$ cat src/rtl/rtlb_pkg.sv
package rtlb_pkg;
  typedef enum logic [1:0] {
    CFG_NOP   = 2'd0,
    CFG_MAP   = 2'd1,
    CFG_UNMAP = 2'd2,
    CFG_READ  = 2'd3
  } cfg_op_e;

  typedef enum logic {
    ST_IDLE = 1'b0,
    ST_MISS = 1'b1
  } acc_state_e;
endpackage

$ cat src/rtl/rtlb_entry_table.sv
module rtlb_entry_table
  import rtlb_pkg::*;
#(
  parameter int ENTRIES = 32,
  parameter int PPN_W   = 24,
  parameter int SLOT_W  = 5,
  localparam int IDX_W  = $clog2(ENTRIES)
) (
  input  logic                             clk,
  input  logic                             rst_n,
  input  logic [1:0]                       cfg_op,
  input  logic [IDX_W-1:0]                 cfg_idx,
  input  logic [PPN_W-1:0]                 cfg_ppn,
  input  logic [SLOT_W-1:0]                cfg_slot,
  input  logic                             cfg_map_valid,
  input  logic                             dirty_set_en,
  input  logic [IDX_W-1:0]                 dirty_set_idx,
  input  logic [PPN_W-1:0]                 lookup_ppn,
  output logic [ENTRIES-1:0]               match_vec,
  output logic [ENTRIES-1:0][SLOT_W-1:0]   slot_tab,
  output logic                             cfg_rd_valid,
  output logic                             cfg_rd_entry_valid,
  output logic                             cfg_rd_dirty
);
  cfg_op_e            op;
  logic [ENTRIES-1:0] valid_vec;
  logic [ENTRIES-1:0] dirty_vec;

  assign op = cfg_op_e'(cfg_op);

  for (genvar g = 0; g < ENTRIES; g++) begin : g_ent
    logic              sel;
    logic              v_q;
    logic              d_q;
    logic [PPN_W-1:0]  p_q;
    logic [SLOT_W-1:0] s_q;

    assign sel = (cfg_idx == IDX_W'(g));

    always_ff @(posedge clk or negedge rst_n) begin
      if (!rst_n) begin
        v_q <= 1'b0;
        d_q <= 1'b0;
      end else if (sel && op == CFG_MAP) begin
        v_q <= cfg_map_valid;
        d_q <= 1'b0;
      end else begin
        if (sel && op == CFG_UNMAP) v_q <= 1'b0;
        if (dirty_set_en && dirty_set_idx == IDX_W'(g)) d_q <= 1'b1;
      end
    end

    always_ff @(posedge clk) begin
      if (sel && op == CFG_MAP) begin
        p_q <= cfg_ppn;
        s_q <= cfg_slot;
      end
    end

    assign valid_vec[g] = v_q;
    assign dirty_vec[g] = d_q;
    assign slot_tab[g]  = s_q;
    assign match_vec[g] = v_q && (p_q == lookup_ppn);
  end

  always_ff @(posedge clk or negedge rst_n) begin
    if (!rst_n) begin
      cfg_rd_valid       <= 1'b0;
      cfg_rd_entry_valid <= 1'b0;
      cfg_rd_dirty       <= 1'b0;
    end else begin
      cfg_rd_valid <= (op == CFG_READ);
      if (op == CFG_READ) begin
        cfg_rd_entry_valid <= valid_vec[cfg_idx];
        cfg_rd_dirty       <= dirty_vec[cfg_idx];
      end
    end
  end
endmodule

$ cat src/rtl/rtlb_prio_pick.sv
module rtlb_prio_pick #(
  parameter int ENTRIES = 32,
  localparam int IDX_W  = $clog2(ENTRIES)
) (
  input  logic [ENTRIES-1:0] match_vec,
  output logic               any_hit,
  output logic [IDX_W-1:0]   hit_idx,
  output logic               multi
);
  localparam logic [ENTRIES-1:0] ONE = ENTRIES'(1);

  always_comb begin
    hit_idx = '0;
    for (int i = ENTRIES - 1; i >= 0; i--) begin
      if (match_vec[i]) hit_idx = IDX_W'(i);
    end
  end

  assign any_hit = |match_vec;
  assign multi   = |(match_vec & (match_vec - ONE));
endmodule

$ cat src/rtl/rtlb_access_ctrl.sv
module rtlb_access_ctrl
  import rtlb_pkg::*;
#(
  parameter int ADDR_W    = 32,
  parameter int DATA_W    = 32,
  parameter int PAGE_BITS = 8,
  parameter int SLOT_W    = 5,
  localparam int SRAM_AW  = SLOT_W + PAGE_BITS
) (
  input  logic               clk,
  input  logic               rst_n,
  input  logic               cpu_req_valid,
  output logic               cpu_req_ready,
  input  logic [ADDR_W-1:0]  cpu_req_addr,
  input  logic               cpu_req_we,
  input  logic [DATA_W-1:0]  cpu_req_wdata,
  output logic               cpu_rsp_valid,
  output logic               cpu_rsp_hit,
  output logic [DATA_W-1:0]  cpu_rsp_rdata,
  input  logic               any_hit,
  input  logic [SLOT_W-1:0]  hit_slot,
  output logic               accept,
  output logic               sram_en,
  output logic               sram_we,
  output logic [SRAM_AW-1:0] sram_addr,
  output logic [DATA_W-1:0]  sram_wdata,
  input  logic [DATA_W-1:0]  sram_rdata,
  output logic               bk_req_valid,
  input  logic               bk_req_ready,
  output logic [ADDR_W-1:0]  bk_req_addr,
  output logic               bk_req_we,
  output logic [DATA_W-1:0]  bk_req_wdata,
  input  logic [DATA_W-1:0]  bk_rdata
);
  acc_state_e        state_q;
  logic              hit_q;
  logic              miss_done_q;
  logic [DATA_W-1:0] bk_data_q;

  assign cpu_req_ready = (state_q == ST_IDLE);
  assign accept        = cpu_req_valid && cpu_req_ready;

  assign sram_en    = accept && any_hit;
  assign sram_we    = cpu_req_we;
  assign sram_addr  = {hit_slot, cpu_req_addr[PAGE_BITS-1:0]};
  assign sram_wdata = cpu_req_wdata;

  assign bk_req_valid = (state_q == ST_MISS);

  always_ff @(posedge clk or negedge rst_n) begin
    if (!rst_n) begin
      state_q     <= ST_IDLE;
      hit_q       <= 1'b0;
      miss_done_q <= 1'b0;
      bk_data_q   <= '0;
    end else begin
      hit_q       <= sram_en;
      miss_done_q <= 1'b0;
      case (state_q)
        ST_IDLE: if (accept && !any_hit) state_q <= ST_MISS;
        ST_MISS: if (bk_req_ready) begin
          state_q     <= ST_IDLE;
          miss_done_q <= 1'b1;
          bk_data_q   <= bk_rdata;
        end
        default: state_q <= ST_IDLE;
      endcase
    end
  end

  always_ff @(posedge clk) begin
    if (accept && !any_hit) begin
      bk_req_addr  <= cpu_req_addr;
      bk_req_we    <= cpu_req_we;
      bk_req_wdata <= cpu_req_wdata;
    end
  end

  assign cpu_rsp_valid = hit_q || miss_done_q;
  assign cpu_rsp_hit   = hit_q;
  assign cpu_rsp_rdata = hit_q ? sram_rdata : bk_data_q;
endmodule

$ cat src/rtl/rtlb_remap.sv
module rtlb_remap
  import rtlb_pkg::*;
#(
  parameter int ADDR_W     = 32,
  parameter int DATA_W     = 32,
  parameter int PAGE_BITS  = 8,
  parameter int SRAM_BYTES = 8192,
  localparam int ENTRIES   = SRAM_BYTES >> PAGE_BITS,
  localparam int SLOT_W    = $clog2(ENTRIES),
  localparam int IDX_W     = $clog2(ENTRIES),
  localparam int PPN_W     = ADDR_W - PAGE_BITS,
  localparam int SRAM_AW   = SLOT_W + PAGE_BITS
) (
  input  logic               clk,
  input  logic               rst_n,
  input  logic               cpu_req_valid,
  output logic               cpu_req_ready,
  input  logic [ADDR_W-1:0]  cpu_req_addr,
  input  logic               cpu_req_we,
  input  logic [DATA_W-1:0]  cpu_req_wdata,
  output logic               cpu_rsp_valid,
  output logic               cpu_rsp_hit,
  output logic [DATA_W-1:0]  cpu_rsp_rdata,
  output logic               sram_en,
  output logic               sram_we,
  output logic [SRAM_AW-1:0] sram_addr,
  output logic [DATA_W-1:0]  sram_wdata,
  input  logic [DATA_W-1:0]  sram_rdata,
  output logic               bk_req_valid,
  input  logic               bk_req_ready,
  output logic [ADDR_W-1:0]  bk_req_addr,
  output logic               bk_req_we,
  output logic [DATA_W-1:0]  bk_req_wdata,
  input  logic [DATA_W-1:0]  bk_rdata,
  input  logic [1:0]         cfg_op,
  input  logic [IDX_W-1:0]   cfg_idx,
  input  logic [PPN_W-1:0]   cfg_ppn,
  input  logic [SLOT_W-1:0]  cfg_slot,
  input  logic               cfg_map_valid,
  output logic               cfg_rd_valid,
  output logic               cfg_rd_entry_valid,
  output logic               cfg_rd_dirty,
  output logic               multi_hit_err
);
  logic [ENTRIES-1:0]             match_vec;
  logic [ENTRIES-1:0][SLOT_W-1:0] slot_tab;
  logic                           any_hit;
  logic                           multi;
  logic [IDX_W-1:0]               hit_idx;
  logic [SLOT_W-1:0]              hit_slot;
  logic                           accept;
  logic                           dirty_set_en;
  logic [PPN_W-1:0]               lookup_ppn;

  assign lookup_ppn   = cpu_req_addr[ADDR_W-1:PAGE_BITS];
  assign hit_slot     = slot_tab[hit_idx];
  assign dirty_set_en = sram_en && cpu_req_we;

  rtlb_entry_table #(
    .ENTRIES(ENTRIES), .PPN_W(PPN_W), .SLOT_W(SLOT_W)
  ) u_table (
    .clk(clk), .rst_n(rst_n),
    .cfg_op(cfg_op), .cfg_idx(cfg_idx), .cfg_ppn(cfg_ppn),
    .cfg_slot(cfg_slot), .cfg_map_valid(cfg_map_valid),
    .dirty_set_en(dirty_set_en), .dirty_set_idx(hit_idx),
    .lookup_ppn(lookup_ppn), .match_vec(match_vec), .slot_tab(slot_tab),
    .cfg_rd_valid(cfg_rd_valid), .cfg_rd_entry_valid(cfg_rd_entry_valid),
    .cfg_rd_dirty(cfg_rd_dirty)
  );

  rtlb_prio_pick #(.ENTRIES(ENTRIES)) u_pick (
    .match_vec(match_vec), .any_hit(any_hit), .hit_idx(hit_idx), .multi(multi)
  );

  rtlb_access_ctrl #(
    .ADDR_W(ADDR_W), .DATA_W(DATA_W), .PAGE_BITS(PAGE_BITS), .SLOT_W(SLOT_W)
  ) u_ctrl (
    .clk(clk), .rst_n(rst_n),
    .cpu_req_valid(cpu_req_valid), .cpu_req_ready(cpu_req_ready),
    .cpu_req_addr(cpu_req_addr), .cpu_req_we(cpu_req_we),
    .cpu_req_wdata(cpu_req_wdata),
    .cpu_rsp_valid(cpu_rsp_valid), .cpu_rsp_hit(cpu_rsp_hit),
    .cpu_rsp_rdata(cpu_rsp_rdata),
    .any_hit(any_hit), .hit_slot(hit_slot), .accept(accept),
    .sram_en(sram_en), .sram_we(sram_we), .sram_addr(sram_addr),
    .sram_wdata(sram_wdata), .sram_rdata(sram_rdata),
    .bk_req_valid(bk_req_valid), .bk_req_ready(bk_req_ready),
    .bk_req_addr(bk_req_addr), .bk_req_we(bk_req_we),
    .bk_req_wdata(bk_req_wdata), .bk_rdata(bk_rdata)
  );

  always_ff @(posedge clk or negedge rst_n) begin
    if (!rst_n) multi_hit_err <= 1'b0;
    else if (accept && multi) multi_hit_err <= 1'b1;
  end
endmodule

$ cat config.mk
export PLATFORM = sky130hd
export DESIGN_NAME = rtlb_remap
export DESIGN_NICKNAME = d
export VERILOG_FILES = /design/src/rtl/rtlb_pkg.sv /design/src/rtl/rtlb_entry_table.sv /design/src/rtl/rtlb_prio_pick.sv /design/src/rtl/rtlb_access_ctrl.sv /design/src/rtl/rtlb_remap.sv
export SDC_FILE = /design/constraint.sdc
export NUM_CORES = 1
export LEC_CHECK = 0
export BUFFER_PORTS_ARGS = -buffer_cell sky130_fd_sc_hd__buf_2
export CORE_ASPECT_RATIO = 1.2
export CORE_MARGIN = 4
export CORE_UTILIZATION = 30
export CTS_CLUSTER_SIZE = 25
export DETAILED_ROUTE_END_ITERATION = 6
export GPL_TIMING_DRIVEN = 1
export PLACE_DENSITY = 0.53
export SYNTH_ARGS = -nofsm -noshare
export SYNTH_HDL_FRONTEND = slang
export SYNTH_HIERARCHICAL = 1
export SYNTH_SLANG_ARGS = --single-unit
$ cat constraint.sdc
create_clock -name clk -period 9.6 [get_ports clk]
set_clock_uncertainty 0.05 [all_clocks]
set_input_delay 1.92 -clock clk [delete_from_list [all_inputs] [get_ports clk]]
set_output_delay 1.92 -clock clk [all_outputs]
set_load 0.02 [all_outputs]
# Word-level counts from Yosys, hierarchy flattened

Index checks and enable logic that the tools add are counted.
Widths: inputs -> output; s select.

Register bits: 1096
Memory bits (writable): 0
Logic and storage cells: 617
Memories kept: 0
Bits in latches: 0
Input port bits: 170
ROM bits: 0

Multiplexer cells: 172
Order comparisons: 2
Eq/ne operators: 97
Div/mod/pow operators: 0
Shift-type cells: 0
Reductions and logical operators: 204
Add/subtract/negate cells: 1
Multipliers: 0
Bitwise logic cells: 2

Operator list:

| kind                  | number |
|---|---|
| $eq 24x24->1          | 32 |
| $mux 5                | 33 |
| $eq 5x5->1 const B    | 32 |
| $mux 1                | 134 |
| $logic_and 1x1->1     | 133 |
| $reduce_bool 2->1     | 64 |
| $eq 5x4->1 const B    | 16 |
| $reduce_or 32->1      | 2 |
| $eq 5x3->1 const B    | 8 |
| $and 32x32->32        | 1 |
| $mux 32               | 1 |
| $sub 32x1->32 const B | 1 |
| $bmux 5 s5            | 1 |
| $eq 5x2->1 const B    | 4 |
| $lt 5x6->1 const B    | 2 |
| $bmux 1 s5            | 2 |
| $eq 5x1->1 const B    | 2 |
| $logic_not 5->1       | 2 |
| $eq 2x2->1 const B    | 2 |
| $eq 2x1->1 const B    | 1 |
| $pmux 1 s2            | 1 |
| $reduce_and 2->1      | 1 |
| $logic_not 1->1       | 1 |
| $logic_or 1x1->1      | 1 |
| $not 1->1             | 1 |

# Depth between registers and ports, before layout

Word-level depth: 38
Depth in mapped cells: 18

# Modules after synthesis

Netlist, hierarchy kept.

By module, submodules not included:

| module           | area each (µm²) | cells each | instances |
|---|---|---|---|
| rtlb_entry_table | 40309.9         | 2428       | 1 |
| rtlb_access_ctrl | 4121.5          | 226        | 1 |
| rtlb_remap       | 1297.5          | 69         | 1 |
| rtlb_prio_pick   | 689.4           | 116        | 1 |

# Least setup slack after synthesis

Ideal clock, no wire load.

Path kind: input -> output
Start point: in cpu_req_addr[9]
End point: out sram_addr[12]
Cell stages on the path: 18
Setup slack: 1634 ps
Data arrival time: 5996 ps
Cell sequence: buf_2 > buf_2 > xor2_1 > nor4_1 > nand3_1 > nor4_1 > nor2_1 > o31ai_1 > a21boi_0 > o31ai_1 > nand4_1 > a311oi_1 > buf_2 > buf_6 > mux4_2 > mux4_2 > mux2_2 > buf_4

Elaborated cells on any way between the ends: 98

RTL lines:

| item                         | RTL line               | RTL |
|---|---|---|
| start, declared              | rtlb_remap.sv:18       | `input logic [ADDR_W-1:0] cpu_req_addr,` |
| $eq 24x24->1                 | rtlb_entry_table.sv:63 | `assign match_vec[g] = v_q && (p_q == lookup_ppn);` |
| $logic_and 1x1->1            | rtlb_entry_table.sv:63 |  |
| via match_vec[26]            | rtlb_remap.sv:45       | `logic [ENTRIES-1:0] match_vec;` |
| $mux 5 (27 in series)        | rtlb_prio_pick.sv:15   | `if (match_vec[i]) hit_idx = IDX_W'(i);` |
| via hit_idx[1]               | rtlb_remap.sv:49       | `logic [IDX_W-1:0] hit_idx;` |
| $bmux 5 s5                   | rtlb_remap.sv:56       | `assign hit_slot = slot_tab[hit_idx];` |
| $mux 5 (not written as such) | rtlb_remap.sv:56       |  |
| end, declared                | rtlb_remap.sv:26       | `output logic [SRAM_AW-1:0] sram_addr,` |

The timed path passes the listed nets, and every way through them passes these cells. The select of a mux whose other input is x is not followed.

# Worst setup path in the final report

Start point: in cpu_req_addr[15]
End point: out sram_addr[10]

Elaborated cells on any way between the ends: 98

RTL lines:

| item                         | RTL line |
|---|---|
| $eq 24x24->1                 | rtlb_entry_table.sv:63 |
| $logic_and 1x1->1            | rtlb_entry_table.sv:63 |
| via match_vec[6]             | rtlb_remap.sv:45 |
| $mux 5 (7 in series)         | rtlb_prio_pick.sv:15 |
| via hit_idx[1]               | rtlb_remap.sv:49 |
| $bmux 5 s5                   | rtlb_remap.sv:56 |
| $mux 5 (not written as such) | rtlb_remap.sv:56 |

The timed path passes the listed nets, and every way through them passes these cells. The select of a mux whose other input is x is not followed.

==> summary.md <==
| Metric | Value |
|---|---|
| Seq/Total Area, Yosys | 69.8% |
| Fmax | 109 MHz |
| Initial antenna violation count | 5 |
| RSZ-0062 raised after global routing | false |
| DRC Markers | 0 |
| Hold WC Path Type | flip-flop to flip-flop |
| Worst Tran Pin Value | 1.30 ns |
| Crit path max fanout | 16 |
| Synthesized flop and latch total | 1096 |
| Async S/R FF share, synth | 9.40% |
| Grt total ovfl | 0 |
| Max-slew headroom | 13.4% |
| Setup crit end kind | output port |
| TritonCTS clock tree | done |
| PwrDens | 190 mW/mm^2 |
| Final Routed Wirelength | 152 mm |
| Routed len/inst | 28.5 um |
| CTS H-tree depth | 3 |
| Unique masters post-synth | 59 |
| Clk_lat worst skew | 0.74 ns |
| Mean Syn Cell Area | 16.4 um^2 |
| CP Data Arrival Time | 7.24 ns |
| Period minus WS final | 9.21 ns |
| Pin count of the biggest net entering global routing | 79 |
| Drt via density | 4.95 |
| Die Y | 439 um |
| Post-synth top flop | edfxtp_1 |
| IO Count | 322 |
| Critical Path Source Type | input pin |
| Required time worst endpoint | 7.63 ns |
| Global Route Usage Sum | 18.4% |
| Routability cong. | 0.873 |
| Core Rows | 157 |
| Final hold vios | 0 |
| Mapped Cells | 2839 |
| Syn-to-layout area delta | 16.6% |
| Reg clk slew, reported paths | 0.07 ns |
| Leakage power total | 0.0183 uW |
| Most frequent cell after synthesis | edfxtp_1 |
| Vias in the first global route | 26.2k |
| CTS Sinks | 1096 |
| Setup TNS | 0 ns |
| Post-route ant nets | 0 |
| Initial DRC count | 2249 |
| Post-synth EDFFs | 993 |
| Number of fill cells | 14.6k |
| PostCTS Resize Cnt | 0 |
| Initial Util | 30.3% |
| Synthesized net count | 3009 |
| Via count | 26.4k |
| Setup CP Type | input pin to output port |
| First-pass GRT wire length | 210 mm |
| Fraction of layout cells with a size suffix above 1 | 24.3% |
| Status | finished clean |
| Mapped Area | 0.0464 mm^2 |
| Max cap viols | 0 |
| Port Buffers | 321 |
| Number of buffers created by CTS | 106 |
| Post-synth top area share | 64.2% |
| Finish-stage setup viols | 0 |
| Drt pass-1 iters | 5 |
| Peak supply drop | 0.132 mV |
| Core Area | 0.153 mm^2 |
| Most frequent cells after synthesis | edfxtp_1 (993), xor2_1 (481), xnor2_1 (288) |
| Setup Buffers After CTS | 0 |
| CTS Buffer Depth | 3 |
| Die X | 367 um |
| Cts hold-fix bufs | 0 |
| DP Wirelength | 96.6 mm |
| Syn. warnings | 6 |
| Clock root buffer | clkbuf_16 |
| Synth area leader | edfxtp_1 |
| Largest cells by area after synthesis | edfxtp_1 (64%), xor2_1 (9.1%), dfrtp_1 (5.6%), xnor2_1 (5.4%), mux4_2 (2.8%) |
| Post-route total power | 10300 uW |
| Final period util | 95.9% |
| Max-slew violations | 0 |
| Die area | 0.161 mm^2 |
| Net count of the finished layout | 3422 |
==> worst paths after layout <==
path	slack [ns]	endpoint	start	cells past startpoint
setup / recovery	0.39	sram_addr[10]	cpu_req_addr[15]	18
hold / removal	0.41	multi_hit_err	multi_hit_err	1
setup reg to reg	4.93	u_table/g_ent[14].d_q	u_table/g_ent[26].p_q[12]	16
hold reg to reg	0.41	multi_hit_err	multi_hit_err	1
max in group asynchronous	7.07	u_table/g_ent[0].v_q	rst_n	2
min in group asynchronous	1.05	u_ctrl/bk_data_q[9]	rst_n	1
==> logic make-up (layout without fill, tap and decap cells) <==
group                      Yosys count  after routing  synth area share [%]
DFF                               1096           1096                  69.8
xor gates and xnor gates           769            769                  14.5
and+or+nand+nor                    484            484                  5.56
buffers and inverters              193            691                  3.00
AOI/OAI and AO/OA                  150            150                  1.89
muxes                              143            143                  5.15
adders and majority gates            4              4                0.0916
other                                0              5                     0
==> routing by layer <==
metal | wire [um] | share of wire [%] | global-route usage (%)
met1 | 61800 | 41 | 23.0
met2 | 77800 | 51 | 33.0
met3 | 7970 | 5.2 | 2.51
met4 | 4450 | 2.9 | 5.83
met5 | 13 | 0.0085 | 0
==> where the power goes <==
part | switching, uW | internal, uW | total [uW]
Combinational | 556 | 293 | 849
Sequential | 76.2 | 5310 | 5390
Clock | 1850 | 2220 | 4060
==> area by class of cell <==
class	instances	area [um^2]	area share, %
antenna	5	12.5	0.0231
clock buffer	133	2780	5.13
clock inverter	60	513	0.947
inverter	11	41.3	0.0763
multi-input combinational	1550	12900	23.8
sequential	1096	32400	59.8
tap	1987	2490	4.59
timing repair buffer	487	3020	5.57
==> worst max-delay path, cell delays in order <==
cell      delay, ns
buf_2          0.40
buf_12         0.27
buf_4          0.36
xor2_1         0.12
nor4_1         0.51
nand3_1        0.16
nor4_2         0.57
buf_4          0.28
nor2_1         0.05
nor3_1         0.13
nor3_1         0.10
a311oi_4       0.44
buf_12         0.23
buf_12         0.20
mux4_2         0.52
mux4_2         0.48
mux2_2         0.29
buf_2          0.16
==> registers in the layout, indices dropped and copies added, names as in the netlist <==
name,cells
u_table/g_ent.p_q,768
u_table/g_ent.s_q,160
u_ctrl/bk_data_q,32
u_ctrl/bk_req_addr,32
u_ctrl/bk_req_wdata,32
u_table/g_ent.d_q,32
u_table/g_ent.v_q,32
multi_hit_err,1
u_ctrl/bk_req_valid,1
u_ctrl/bk_req_we,1
u_ctrl/cpu_rsp_hit,1
u_ctrl/miss_done_q,1
u_table/cfg_rd_dirty,1
u_table/cfg_rd_entry_valid,1
u_table/cfg_rd_valid,1
==> placed cells by master (no fill, tap or decap), drive strengths merged, types with 2 or more instances in the layout <==
master / count
o31a: 2
and2: 5
nor2: 96
buf: 487
o31ai: 3
edfxtp: 993
diode: 5
a2111oi: 3
mux2: 71
maj3: 4
a22oi: 5
mux4: 60
xnor2: 288
clkinv: 46
nand2b: 9
nor2b: 7
o211a: 2
clkinvlp: 2
o21ai: 70
bufinv: 6
nand3: 74
and2b: 2
or3: 3
a31oi: 3
clkbuf: 133
dfrtp: 103
a21oi: 41
xor2: 481
inv: 17
a21boi: 3
o22ai: 2
nand4: 66
mux2i: 12
nor3: 49
and4: 2
nand2: 31
nor4: 137
a21o: 2
o2111ai: 5
==> metrics by stage <==
step / util, % / area, um^2 / hold slack [ns] / cells / setup slack, ns
final: 35.3 / 54100 / 0.409 / 5329 / 0.394
after global routing: 35.3 / 54100 / 0.427 / 5324 / 0.235
after floorplan: - / 46400 / 0.404 / 2839 / 1.63
after global placement: 33.2 / 50800 / 0.393 / 5131 / 0.307
after detailed placement: 33.2 / 50800 / 0.397 / 5131 / 0.355
after CTS: 35.3 / 54100 / 0.418 / 5324 / 0.341
(Power assumes the default switching activity.)
